### config.mk
export PLATFORM = sky130hd
export DESIGN_NAME = dewin_gen
export DESIGN_NICKNAME = d
export VERILOG_FILES = /design/src/rtl/dewin_gen.sv
export SDC_FILE = /design/constraint.sdc
export NUM_CORES = 1
export LEC_CHECK = 0
export ABC_AREA = 1
export BUFFER_PORTS_ARGS = -buffer_cell sky130_fd_sc_hd__buf_2
export CAP_MARGIN = 20
export CORE_MARGIN = 2
export CORE_UTILIZATION = 45
export DETAILED_ROUTE_END_ITERATION = 8
export PLACE_DENSITY = 0.75
export SLEW_MARGIN = 20
export SYNTH_ARGS = -nofsm -noshare
export SYNTH_HDL_FRONTEND = slang
export SYNTH_SLANG_ARGS = --single-unit
### constraint.sdc
create_clock -name clk -period 17.75 [get_ports clk]
set_input_delay 2.6625 -clock clk [delete_from_list [all_inputs] [get_ports clk]]
set_output_delay 2.6625 -clock clk [all_outputs]
set_load 0.1 [all_outputs]
### src/rtl/dewin_gen.sv
module dewin_gen #(
  parameter int VD_W = 6,
  parameter int HD_W = 10,
  parameter int SZ_W = 12,
  parameter int OF_W = 3,
  parameter int ALIGN_WIN = 8,
  parameter logic [VD_W-1:0] DEF_VDELAY = 24,
  parameter logic [HD_W-1:0] DEF_HDELAY = 260,
  parameter logic [SZ_W-1:0] DEF_WIDTH = 1280,
  parameter logic [SZ_W-1:0] DEF_HEIGHT = 720
)(
  input  logic            clk,
  input  logic            rst_n,
  input  logic            hsync_in,
  input  logic            vsync_in,
  input  logic            de_in,
  input  logic [7:0]      pix_in,
  input  logic            force_de,
  input  logic            bt656_en,
  input  logic [VD_W-1:0] cfg_vdelay,
  input  logic [HD_W-1:0] cfg_hdelay,
  input  logic [SZ_W-1:0] cfg_width,
  input  logic [SZ_W-1:0] cfg_height,
  input  logic [OF_W-1:0] cfg_foffs,
  output logic            de_out,
  output logic [7:0]      pix_out,
  output logic [7:0]      bt_out
);
  localparam int CNT_W = SZ_W + 1;
  localparam logic [CNT_W-1:0] CNT_MAX = '1;

  logic            hs_q, vs_q, fld_q;
  logic [CNT_W-1:0] hcnt, lcnt;
  logic [VD_W-1:0] vd_q;
  logic [HD_W-1:0] hd_q;
  logic [SZ_W-1:0] w_q, h_q;
  logic [OF_W-1:0] of_q;

  wire hs_rise = hsync_in & ~hs_q;
  wire vs_rise = vsync_in & ~vs_q;

  wire [CNT_W-1:0] hinc = (hcnt == CNT_MAX) ? hcnt : hcnt + 1'b1;
  wire [CNT_W-1:0] linc = (lcnt == CNT_MAX) ? lcnt : lcnt + 1'b1;
  wire [CNT_W-1:0] pos  = hs_rise ? '0 : hinc;
  wire [CNT_W-1:0] lnum = vs_rise ? '0 : (hs_rise ? linc : lcnt);
  wire fld_now = vs_rise ? (pos >= CNT_W'(ALIGN_WIN)) : fld_q;

  wire [VD_W-1:0] vd_e = vs_rise ? cfg_vdelay : vd_q;
  wire [HD_W-1:0] hd_e = vs_rise ? cfg_hdelay : hd_q;
  wire [SZ_W-1:0] w_e  = vs_rise ? cfg_width  : w_q;
  wire [SZ_W-1:0] h_e  = vs_rise ? cfg_height : h_q;
  wire [OF_W-1:0] of_e = vs_rise ? cfg_foffs  : of_q;

  wire [CNT_W-1:0] hd_x  = CNT_W'(hd_e);
  wire [CNT_W-1:0] a_end = hd_x + CNT_W'(w_e);
  wire [CNT_W-1:0] v_lo  = CNT_W'(vd_e) + (fld_now ? CNT_W'(of_e) : '0);

  wire h_act  = (pos > hd_x) && (pos <= a_end);
  wire v_act  = (lnum > v_lo) && (lnum <= v_lo + CNT_W'(h_e));
  wire in_act = h_act & v_act;

  wire sav = (pos + CNT_W'(3) >= hd_x) && (pos <= hd_x);
  wire eav = (pos > a_end) && (pos <= a_end + CNT_W'(4));
  wire [CNT_W-1:0] sav_d = pos + CNT_W'(3) - hd_x;
  wire [CNT_W-1:0] eav_d = pos - a_end - CNT_W'(1);
  wire [1:0] widx = eav ? eav_d[1:0] : sav_d[1:0];

  wire fb = fld_now;
  wire vb = ~v_act;
  wire hb = eav;
  wire [7:0] xy = {1'b1, fb, vb, hb, vb ^ hb, fb ^ hb, fb ^ vb, fb ^ vb ^ hb};
  wire [7:0] word = (widx == 2'd3) ? xy : ((widx == 2'd0) ? 8'hFF : 8'h00);
  wire [7:0] clip = (pix_in == 8'h00) ? 8'h01 : ((pix_in == 8'hFF) ? 8'hFE : pix_in);
  wire [7:0] blank = pos[0] ? 8'h10 : 8'h80;

  logic [7:0] bt_nx;
  always_comb begin
    if (!bt656_en)     bt_nx = pix_in;
    else if (in_act)   bt_nx = clip;
    else if (sav | eav) bt_nx = word;
    else               bt_nx = blank;
  end

  always_ff @(posedge clk or negedge rst_n) begin
    if (!rst_n) begin
      hs_q <= 1'b0;
      vs_q <= 1'b0;
      fld_q <= 1'b0;
      hcnt <= CNT_MAX;
      lcnt <= CNT_MAX;
      vd_q <= DEF_VDELAY;
      hd_q <= DEF_HDELAY;
      w_q  <= DEF_WIDTH;
      h_q  <= DEF_HEIGHT;
      of_q <= '0;
      de_out  <= 1'b0;
      pix_out <= 8'h00;
      bt_out  <= 8'h00;
    end else begin
      hs_q <= hsync_in;
      vs_q <= vsync_in;
      fld_q <= fld_now;
      hcnt <= pos;
      lcnt <= lnum;
      if (vs_rise) begin
        vd_q <= cfg_vdelay;
        hd_q <= cfg_hdelay;
        w_q  <= cfg_width;
        h_q  <= cfg_height;
        of_q <= cfg_foffs;
      end
      de_out  <= force_de ? in_act : de_in;
      pix_out <= pix_in;
      bt_out  <= bt_nx;
    end
  end
endmodule

* Word level (Yosys, flattened, before mapping)
Index checks and enable logic that the tools add are counted.
Storage, ports and cells: output and inout bits 17, flip-flop bits (word level) 89
Cells by class: equal/unequal tests 4, bitwise operators 11, add/subtract/negate cells 10, reductions and logical operators 6, mux-type cells 22, $lt $le $gt $ge 9
Operators by type and width (count):
- two-way mux 13 bit | 5
- two-way mux 8 bit | 8
- <= comparator 13 bit | 3
- adder 13 x 1 -> 13 bit, second input constant | 2
- == test 13 bit, second input constant | 2
- two-way mux 12 bit | 2
- adder 10 x 12 -> 13 bit | 1
- adder 13 x 2 -> 13 bit, second input constant | 1
- adder 13 x 3 -> 13 bit, second input constant | 1
- adder 7 x 12 -> 13 bit | 1
- >= comparator 13 x 10 -> 1 bit | 1
- >= comparator 13 x 4 -> 1 bit, second input constant | 1
- > comparator 13 x 10 -> 1 bit | 1
- > comparator 13 bit | 1
- > comparator 13 x 7 -> 1 bit | 1
- <= comparator 13 x 10 -> 1 bit | 1
- two-way mux 10 bit | 1
- == test 8 bit, second input constant | 1
- zero test 8 bit | 1
- adder 6 x 3 -> 7 bit | 1
- two-way mux 3 bit | 2
- two-way mux 6 bit | 1
- logical AND 1 bit | 4
- subtractor 2 bit | 2
- 9 further kinds | 17

* Depth between registers and ports, before layout
Gate-level depths: netlist (run 1).
depth in word-level cells 17, mapped depth 45, mapped depth without buffers 44

* Least setup slack after synthesis (run 1)
No wires, ideal clock.
path type input to register, from input port hsync_in, to register bt_out[4], required time 17.629 ns, setup time 0.121 ns, path slack 9.960 ns, path buffers 1, cell stages on the path 37, data arrival time 7.669 ns, path through inv_1 > nor2_2 > inv_1 > buf_2 > nand2_2 > inv_2 > nor2_1 > nand4_1 > nand2_2 > nor2_1 > ha_1 > fa_1 > inv_1 > fa_1 > or2_2 > o21ai_0 > a21oi_1 > inv_1 > a21oi_1 > nor2_1 > inv_1 > a21oi_1 > nand3_1 > nor2_1 > inv_1 > ha_1 > nand2_1 > nor2_1 > inv_1 > o41ai_1 > nand2_1 > nor2_1 > nand2_1 > nand2_1 > inv_2 > nand2_1 > o21ai_1
Between the ends: word-level cells in the longest chain between the ends 12, elaborated cells between the ends (all ways) 36
Ends and longest elaborated chain:
- from (decl) | line 14 | input logic hsync_in,
- bitwise AND 1 bit * | line 39 | wire hs_rise = hsync_in & ~hs_q;
- two-way mux 13 bit * | line 44 | wire [CNT_W-1:0] pos = hs_rise ? '0 : hinc;
- via pos[3] | line 44
- >= comparator 13 x 4 -> 1 bit | line 46 | wire fld_now = vs_rise ? (pos >= CNT_W'(ALIGN_WIN)) : fld_q;
- two-way mux 1 bit | line 46
- two-way mux 3 bit | line 56 | wire [CNT_W-1:0] v_lo = CNT_W'(vd_e) + (fld_now ? CNT_W'(of_e) : '0);
- adder 6 x 3 -> 7 bit | line 56
- adder 7 x 12 -> 13 bit | line 59 | wire v_act = (lnum > v_lo) && (lnum <= v_lo + CNT_W'(h_e));
- <= comparator 13 bit | line 59
- logical AND 1 bit | line 59
- bitwise AND 1 bit | line 60 | wire in_act = h_act & v_act;
- two-way mux 8 bit * | line 79 | else if (in_act) bt_nx = clip;
- two-way mux 8 bit * | line 78 | if (!bt656_en) bt_nx = pix_in;
- via bt_nx[4] | line 76 | logic [7:0] bt_nx;
- to (signal assigned) | line 114 | bt_out <= bt_nx;
- to (decl) | line 27 | output logic [7:0] bt_out
Mark *: on every way through the listed nets, which the timed path passes. The rest lies on a longest branch.

* Worst setup path after layout (run 1)
from input port hsync_in, to register bt_out[0]
Between the ends: word-level cells in the longest chain between the ends 16, elaborated cells between the ends (all ways) 38
Ends and longest elaborated chain:
- bitwise AND 1 bit * | line 39
- two-way mux 13 bit * | line 44
- via pos[3] | line 44
- >= comparator 13 x 4 -> 1 bit | line 46
- two-way mux 1 bit | line 46
- two-way mux 3 bit | line 56
- adder 6 x 3 -> 7 bit | line 56
- adder 7 x 12 -> 13 bit | line 59
- <= comparator 13 bit | line 59
- logical AND 1 bit | line 59
- NOT 1 bit | line 69 | wire vb = ~v_act;
- bitwise XOR 1 bit (2 in a row) | line 71 | wire [7:0] xy = {1'b1, fb, vb, hb, vb ^ hb, fb ^ hb, fb ^ vb, fb ^ vb ^ hb};
- two-way mux 8 bit | line 72 | wire [7:0] word = (widx == 2'd3) ? xy : ((widx == 2'd0) ? 8'hFF : 8'h00);
- two-way mux 8 bit | line 80 | else if (sav | eav) bt_nx = word;
- two-way mux 8 bit * | line 79
- two-way mux 8 bit * | line 78
- via bt_nx[0] | line 76
Marks and branches as above.

==> results.cfg, run 1 <==
[placed_design]
hpwl_microns = 14000
gp_congestion = 0.929
dp_cells = 1260
portBuffers = 74

[final_layout]
seq_area_sq_um = 2270
diodes = 0
area_delta_synth_final_pct = 12.2
multi_input_area_sq_um = 4500
drive_above_1_share_pct = 20.7
fin_cells = 1276
nNetsFinal = 1206
fillers = 1561

[clocking]
clock_latency_ps = 350
cts_resized = 0
clock-sinks = 89
cts_hold_repair.buffers = 0
cts_setup_buffers = 0
clockRootBuffer = clkbuf_16
cts_tree = done
cts.clk_slew.worst_paths_ps = 70
cts_buffer_depth = 2
cts_buffers = 9
cts_max_level = 3

[min_path]
hold_path.class = reg2reg
hold_depth = 2

[global_route]
grtUsageTotal_pct = 21.2
first_global_vias = 6398
grt_max_degree = 84
grt_pass1_wl_microns = 30100
overflow = 0
antenna_found_initial = 0

[floorplanning]
rows = 46
die_h_microns = 132
io_pins = 75
design.core.area_sq_um = 15900
die_area_sq_um = 17400
die_w_microns = 132
start_util_pct = 46.3

[route]
routed_wl_microns = 17600
first_pass_iters = 5
via_per_inst = 5.08
vias = 6476
route.layer.met1.wl_microns = 7980
wl_met2_microns = 8380
routedWlPerCell_microns = 13.8
drc = 0
drt-initial-drc-count = 296
route.met3.wl_microns = 877
top_layer_used = met4
ant_nets = 0

[worst_setup_path]
worst_ep_arrival_time_ps = 8880
path_common_cell = inv_1
worstPathMaxFanout = 15
end_kind = flip-flop
rrSetupSlack_ps = 11010
r2r_cells = 37
worstSetupStartpointType = primary input
max_stage_delay_ps = 510
crit_type = in2reg
crit_slowest_cell = fa_1
crit_required_ps = 18010

[sta]
min_period_ps = 8620
hold_viol = 0
timing.final.crit_share_pct = 48.5
tns_ps = 0
relSlewSlack_pct = 49.3
setup-violations-final = 0
fmax_ghz = 0.116
max_slew.worst_pin.slew_ps = 760
final_max_slew_viol_count = 0
rsz0062_at_grt = false
clock_skew_ps = 7.99

[synth]
ys_warn_count = 0
synthArstFlopShare_pct = 100
syn-num-nets = 1131
synth_area_sq_um = 7380
synth_flop_cell = dfrtp_1
synth_cell_types = 54
synth_seq_cells = 89
synth_edf_count = 0
yosysTopAreaCellShare_pct = 18.0
netlist_instances = 980
synth_area_leaders = dfrtp_1 18%, ha_1 15%, dfstp_2 13%, nand2_1 12%, inv_1 6.9%
netlist.top_cell.by_area = dfrtp_1
synth-seq-area-share_pct = 30.8
avgSynthCellArea_sq_um = 7.53

[run_status]
outcome = finished, final reports clean

[power_and_ir_drop]
p_leak_nw = 4.51
power.density_nw_per_um2 = 100
ir_drop_mv = 0.0638

[job]
maxCapViolCount = 0
[Yosys cell counts (all sizes together) (3+ instances only)]
cell type	n
nand2	266
inv	147
ha	90
nor2	88
o21ai	54
dfrtp	53
nand3	50
a21oi	47
dfstp	36
xor2	35
or2	24
nand4	19
nor3	17
clkbuf	11
xnor2	7
nand3b	4
o211ai	4
o21bai	4
a21o	3
fa	3
nor4	3
o21a	3
[critical path, delay by kind of cell]
kind                     cells  cell delay (ps)
adder cells (fa/ha/maj)      4             1430
buffers and inverters        9              900
AND/OR/NAND/NOR             17             2700
AO/OA/AOI/OAI                6             1170
[routing by layer]
metal | global-route usage, % | vias up
li1 | - | 3301
met1 | 27.3 | 2984
met2 | 35.6 | 163
met3 | 3.61 | 28
met4 | 7.67 | 0
met5 | 0 | -
[per-stage QoR]
stage	area [sq um]	utilization, %	power (mW)	worst slack, ps	hold WS, ps
2_1_floorplan	7380	-	0.553	9960	448
3_3_place_gp	7990	50.1	0.637	8980	470
3_5_place_dp	7990	50.1	0.645	8780	473
4_1_cts	8280	51.9	0.835	9130	491
5_1_grt	8280	51.9	0.906	8150	513
6_report	8280	51.9	0.830	9130	491
[kinds of logic after synthesis]
family	Yosys count	synth area share, %
XOR/XNOR	42	4.98
adder cells (fa/ha/maj)	93	16.1
AND/OR/NAND/NOR	476	30.4
buffers and inverters	160	8.29
multiplexers	1	0.136
flip-flops	89	30.8
AO/OA/AOI/OAI	119	9.32
[registers in the layout, summed over array words and instances, names as in the netlist]
register,count
de_out,1
bt_out,8
h_q,12
fld_q,1
pix_out,8
of_q,3
vd_q,6
hs_q,1
w_q,12
lcnt,13
hcnt,13
vs_q,1
hd_q,10
[layout make-up]
type	instances	area share, %
repair buffers	77	4.82
inverters	147	6.69
multi-input cells	731	54.3
well taps	216	3.26
clock inverters	6	0.604
flip-flops and latches	89	27.4
clock buffers	10	2.89
[placed cells by master, fill, tap and decap left out, types with 8 or more instances in the layout]
cell type and count:
o21ai_0 40, a21oi_1 46, clkbuf_16 9, nand3_1 44, nor3_1 15, inv_2 10, nand2_2 16, ha_1 90
nand2_1 242, dfstp_2 36, nand4_1 18, or2_2 23, nand2_4 8, xor2_1 35, nor2_1 80, inv_1 136
buf_2 73, dfrtp_1 53
[final timing paths]
check                         start         end
max                        hsync_in   bt_out[0]
min                          w_q[2]      w_q[2]
max reg2reg                 hcnt[0]   bt_out[0]
min reg2reg                  w_q[2]      w_q[2]
max in group asynchronous     rst_n  pix_out[4]
min in group asynchronous     rst_n      w_q[1]
[power by group]
part	leakage, nW	switching (mW)	internal, mW
Sequential	1.01	0.0109	0.231
Clock	0.136	0.0863	0.100
Combinational	3.37	0.259	0.143
Total	4.51	0.356	0.474
Note: power is estimated with default switching activity, not from simulation.
==> inputs of run 2 (changes only) <==
- ABC_AREA: 1 -> 0
- PLACE_DENSITY: 0.75 -> 0.77
- clock period: 17.75 -> 7.1 ns (I/O delays scaled with it)
==> results.cfg, run 2 <==
[power_and_ir_drop]
power.density_nw_per_um2 = 246
p_total_mw = 2.08
p_leak_nw = 4.07
ir_drop_mv = 0.187

[floorplanning]
io_pins = 75
die_area_sq_um = 16800
start_util_pct = 46.3
rows = 45
die_w_microns = 130
die_h_microns = 130
design.core.area_sq_um = 15300

[clocking]
cts.clk_slew.worst_paths_ps = 70
clock-sinks = 89
cts_max_level = 3
cts_hold_repair.buffers = 0
cts_tree = done
cts_buffer_depth = 2
clock_latency_ps = 360
cts_buffers = 9
clockRootBuffer = clkbuf_16

[synth]
avgSynthCellArea_sq_um = 9.01
synth_compound_area_share_pct = 15.0
synthAdderAreaFrac_pct = 16.7
ys_warn_count = 0
synth_seq_cells = 89
synth_flop_cell = dfrtp_1
synth_area_sq_um = 7090
netlist.top_cell.by_area = dfrtp_1
netlist_instances = 787
synth_commonest_cells = 119 x nand2_1, 90 x ha_1, 56 x inv_1
synthArstFlopShare_pct = 100
synth_cell_types = 78
synth_area_leaders = dfrtp_1 19%, ha_1 16%, dfstp_2 13%, nand2_1 6.3%, xnor2_1 4.1%
syn-num-nets = 938
yosysTopAreaCellShare_pct = 18.7
synth_top_family_by_area = simple AND/OR/NAND/NOR gates
synthSimpleGateAreaFrac_pct = 20.5
synth-xor-area-share_pct = 6.93
synth_edf_count = 0
synthMuxAreaShare_pct = 4.59
synth-seq-area-share_pct = 32.0
synthMostInstantiatedCell = nand2_1

[final_layout]
nNetsFinal = 1049
mostFrequentLayoutCells = 119 x nand2_1, 89 x ha_1, 73 x buf_2
top_regs = hcnt: 13 flops, lcnt: 13 flops
diodes = 0
drive_above_1_share_pct = 24.9
final_util_pct = 55.3
area_delta_synth_final_pct = 19.4
final_common_cell = nand2_1

[global_route]
first_global_vias = 5921
grtUsageTotal_pct = 21.1
grt_max_degree = 54
grt_pass1_wl_microns = 28000
overflow = 0
antenna_found_initial = 0

[route]
routedWlPerCell_microns = 15.2
routed_wl_microns = 16900
first_pass_iters = 5
drt-initial-drc-count = 335
ant_nets = 0
via_per_inst = 5.41
drc = 0
vias = 6032

[sta]
hold_viol = 0
max_slew.worst_pin.slew_ps = 785
setup-violations-final = 0
clock_skew_ps = 6.82
final_max_slew_viol_count = 0
relSlewSlack_pct = 46.3
fmax_ghz = 0.148
timing.final.crit_share_pct = 95.4
min_period_ps = 6770

[worst_setup_path]
end_kind = flip-flop
max_stage_delay_ps = 610
crit_type = reg2reg
worstPathMaxFanout = 6
path_buf_inv = 2
crit_slowest_cell = dfstp_2
worstSetupStartpointType = flip-flop
worst_ep_arrival_time_ps = 7030
crit_required_ps = 7360
cp_top_family = compound AO/OA/AOI/OAI gates

[run_status]
outcome = finished, final reports clean

[min_path]
hold_path.class = reg2reg

[job]
maxCapViolCount = 0

[placed_design]
hpwl_microns = 13300
portBuffers = 74
gp_congestion = 0.916
run 2: cell types whose count changed in the layout (fill, tap and decap cells not counted), sizes merged, moves of 19 or more:
cell,change
or2,-22
nand2,-146
buf,+41
o21ai,-19
mux2i,+25
nor2,-44
xnor2,+26
nand3,-32
inv,-89
run 2: kinds of logic after synthesis:
family,Yosys count
flip-flops,89
XOR/XNOR,52
AO/OA/AOI/OAI,152
AND/OR/NAND/NOR,295
buffers and inverters,76
multiplexers,30
adder cells (fa/ha/maj),93
run 2: worst paths after layout:
path,slack (ps),cells past startpoint,end,from
max in group asynchronous,5420,2,bt_out[3],rst_n
max,330,29,bt_out[3],hcnt[0]
max reg2reg,330,29,bt_out[3],hcnt[0]
min in group asynchronous,660,1,vd_q[5],rst_n
min reg2reg,480,2,of_q[2],of_q[2]
min,480,2,of_q[2],of_q[2]
run 2: per-stage QoR:
stage	std cells	TNS [ps]	setup slack, ps	cell area (sq um)	hold slack [ps]
after floorplan	787	-2.79	-2.79	7150	433
after global placement	1092	0	84.0	7990	464
after detailed placement	1092	-289	-155	7990	461
after CTS	1108	0	22.1	8310	477
after global routing	1114	-107	-80.5	8470	487
final	1114	0	330	8470	475
run 2: routing by layer:
layer | vias to the layer above | global-route usage (%) | part of all wire, %
met5 | - | 0 | 0
met4 | 0 | 6.14 | 1.7
met3 | 24 | 3.88 | 5.2
met2 | 162 | 33.6 | 45
met1 | 2827 | 29.4 | 48
li1 | 3019 | - | -
run 2: what timing repair did:
item,in CTS,in global routing
gates cloned,0,0
resized for setup,3,24
endpoints found under the setup margin,3,9
pin swaps,0,11
buffers inserted,0,6
run 2: layout make-up:
| cell class | instances | area [sq um] |
|---|---|---|
| inverters | 58 | 218 |
| repair buffers | 118 | 728 |
| flip-flops and latches | 89 | 2270 |
| multi-input cells | 622 | 4680 |
| clock inverters | 5 | 61.3 |
| fillers | 1361 | 6850 |
| clock buffers | 11 | 243 |
| well taps | 211 | 264 |
run 2: where the power goes:
group / leakage (nW) / total, mW / switching, mW / internal [mW]
clock network: 0.151 / 0.495 / 0.210 / 0.285
logic: 2.90 / 0.980 / 0.569 / 0.412
registers: 1.02 / 0.605 / 0.0299 / 0.575
run 2: worst register-to-register path: cells and delay by family (launching register included):
family / cells / cell delay, ps
xor+xnor: 1 / 100
compound gates: 13 / 2460
simple gates: 9 / 2110
buf+inv: 2 / 360
fa+ha+maj: 4 / 1050
flops: 1 / 610
==> inputs of run 3 (changes only) <==
- PLACE_DENSITY: 0.77 -> 0.75
- TNS_END_PERCENT: not set -> 30
- clock period: 7.1 -> 8.5 ns (I/O delays scaled with it)
==> results.cfg, run 3 (synthesis results as in run 2) <==
[run_status]
outcome = finished, final reports clean

[clocking]
clock-sinks = 89
cts_buffer_depth = 2
cts.clk_slew.worst_paths_ps = 60
clockRootBuffer = clkbuf_16
cts_tree = done
cts_resized = 0
cts_setup_buffers = 0
clock_latency_ps = 350
cts_hold_repair.buffers = 0
cts_buffers = 9
cts_max_level = 3

[power_and_ir_drop]
power.density_nw_per_um2 = 205
p_leak_nw = 3.86
ir_drop_mv = 0.135
p_total_mw = 1.65

[worst_setup_path]
worst_ep_arrival_time_ps = 8100
critPathCapture = bt_out[3]
r2r_cells = 27
path_common_cell = nor3_1
worstPathMaxFanout = 14
cp_top_family = simple AND/OR/NAND/NOR gates
crit_slowest_cell = mux2i_1
r2r_end = bt_out[3]
max_stage_delay_ps = 490
worstSetupStartpoint = vsync_in
path_buf_inv = 4
end_kind = flip-flop
reg2reg_from = vs_q
worstSetupStartpointType = primary input
path_depth = 28
rrSetupSlack_ps = 1290
crit_type = in2reg
crit_required_ps = 8750

[route]
drt-initial-drc-count = 265
first_pass_iters = 5
ant_nets = 0
vias = 5803
drc = 0
via_per_inst = 5.36
routedWlPerCell_microns = 15.2
routed_wl_microns = 16500

[final_layout]
fillers = 1467
top_regs = hcnt: 13 flops, lcnt: 13 flops
seq_area_sq_um = 2270
mostFrequentLayoutCells = 119 x nand2_1, 90 x ha_1, 73 x buf_2
area_delta_synth_final_pct = 13.5
drive_above_1_share_pct = 19.5
diodes = 0
nNetsFinal = 1018
multi_input_area_sq_um = 4530
final_common_cell = nand2_1

[placed_design]
gp_congestion = 0.876
portBuffers = 74
hpwl_microns = 13200

[floorplanning]
io_pins = 75
die_h_microns = 130
die_area_sq_um = 16800
design.core.area_sq_um = 15300
rows = 45
start_util_pct = 46.3
die_w_microns = 130

[sta]
clock_skew_ps = 8.61
hold_slack_ps = 473
rsz0062_at_grt = false
tns_ps = 0
final_max_slew_viol_count = 0
relSlewSlack_pct = 46.6
timing.final.crit_share_pct = 92.4
fmax_ghz = 0.127
min_period_ps = 7850
setup-violations-final = 0
hold_viol = 0
max_slew.worst_pin.slew_ps = 780

[global_route]
antenna_found_initial = 0
grt_pass1_wl_microns = 27600
overflow = 0
grt_max_degree = 48
grtUsageTotal_pct = 20.6
first_global_vias = 5634

[min_path]
hold_depth = 2
hold_path.class = reg2reg

[job]
maxCapViolCount = 0
## run 3: cell types whose count changed in the layout (fill, tap and decap cells not counted), moves of 2 or more
cell     change
buf_4       -29
a21oi_1      +3
o21ai_0      +3
o21ai_1      -3
a21oi_2      -2
and3_1       +2
buf_12       -2
## run 3: worst min-delay path by stage
| stage | startpoint | endpoint |
|---|---|---|
| 2_1_floorplan | of_q[0] | of_q[0] |
| 3_3_place_gp | of_q[0] | of_q[0] |
| 3_5_place_dp | of_q[2] | of_q[2] |
| 4_1_cts | of_q[2] | of_q[2] |
| 5_1_grt | of_q[2] | of_q[2] |
| 6_report | of_q[1] | of_q[1] |
## run 3: layout make-up
cell class / count / share of cell area (%)
Multi-Input combinational cell: 622 / 56.3
Clock inverter: 4 / 0.637
Clock buffer: 12 / 3.06
Tap cell: 211 / 3.28
Inverter: 58 / 2.70
Timing Repair Buffer: 87 / 5.84
Sequential cell: 89 / 28.2
## run 3: per-stage QoR
| step | worst slack (ps) | cell area [sq um] | util [%] | std cells |
|---|---|---|---|---|
| floorplan | 505 | 7090 | - | 787 |
| global placement | 377 | 7760 | 50.6 | 1067 |
| detailed placement | 324 | 7760 | 50.6 | 1067 |
| CTS | 677 | 8050 | 52.6 | 1083 |
| global route | 155 | 8050 | 52.6 | 1083 |
| finish | 649 | 8050 | 52.6 | 1083 |
## run 3: worst register-to-register path, stage by stage (launching register included)
cell and delay, ps:
dfrtp_1 410, nor2b_4 450, mux2i_1 500, inv_1 150, ha_1 400, o211ai_1 140, o21ai_2 280, xor2_2 250
inv_1 90, nor4_1 450, nand2_1 150, nor3_1 200, xnor2_1 100, ha_1 300, and2_1 200, nand2_1 70
nor3_1 250, a32o_1 230, nor3_1 70, a2111o_1 420, and4_4 170, o21ai_2 300, mux2_2 390, ha_1 300
inv_1 210, nor3_1 90, a311o_1 360, o31ai_1 190
## run 3: report_power, final
group	internal (mW)	total (mW)	leakage (nW)	switching [mW]
logic	0.296	0.750	2.70	0.454
clock network	0.237	0.401	0.143	0.164
registers	0.480	0.501	1.02	0.0215
total	1.01	1.65	3.86	0.640
## run 3: metal layers
| layer | part of all wire [%] | GRT usage [%] | up-vias |
|---|---|---|---|
| li1 | - | - | 2955 |
| met1 | 49 | 28.8 | 2691 |
| met2 | 45 | 33.1 | 139 |
| met3 | 4.9 | 3.84 | 18 |
| met4 | 1.5 | 5.38 | 0 |
| met5 | 0 | 0 | - |
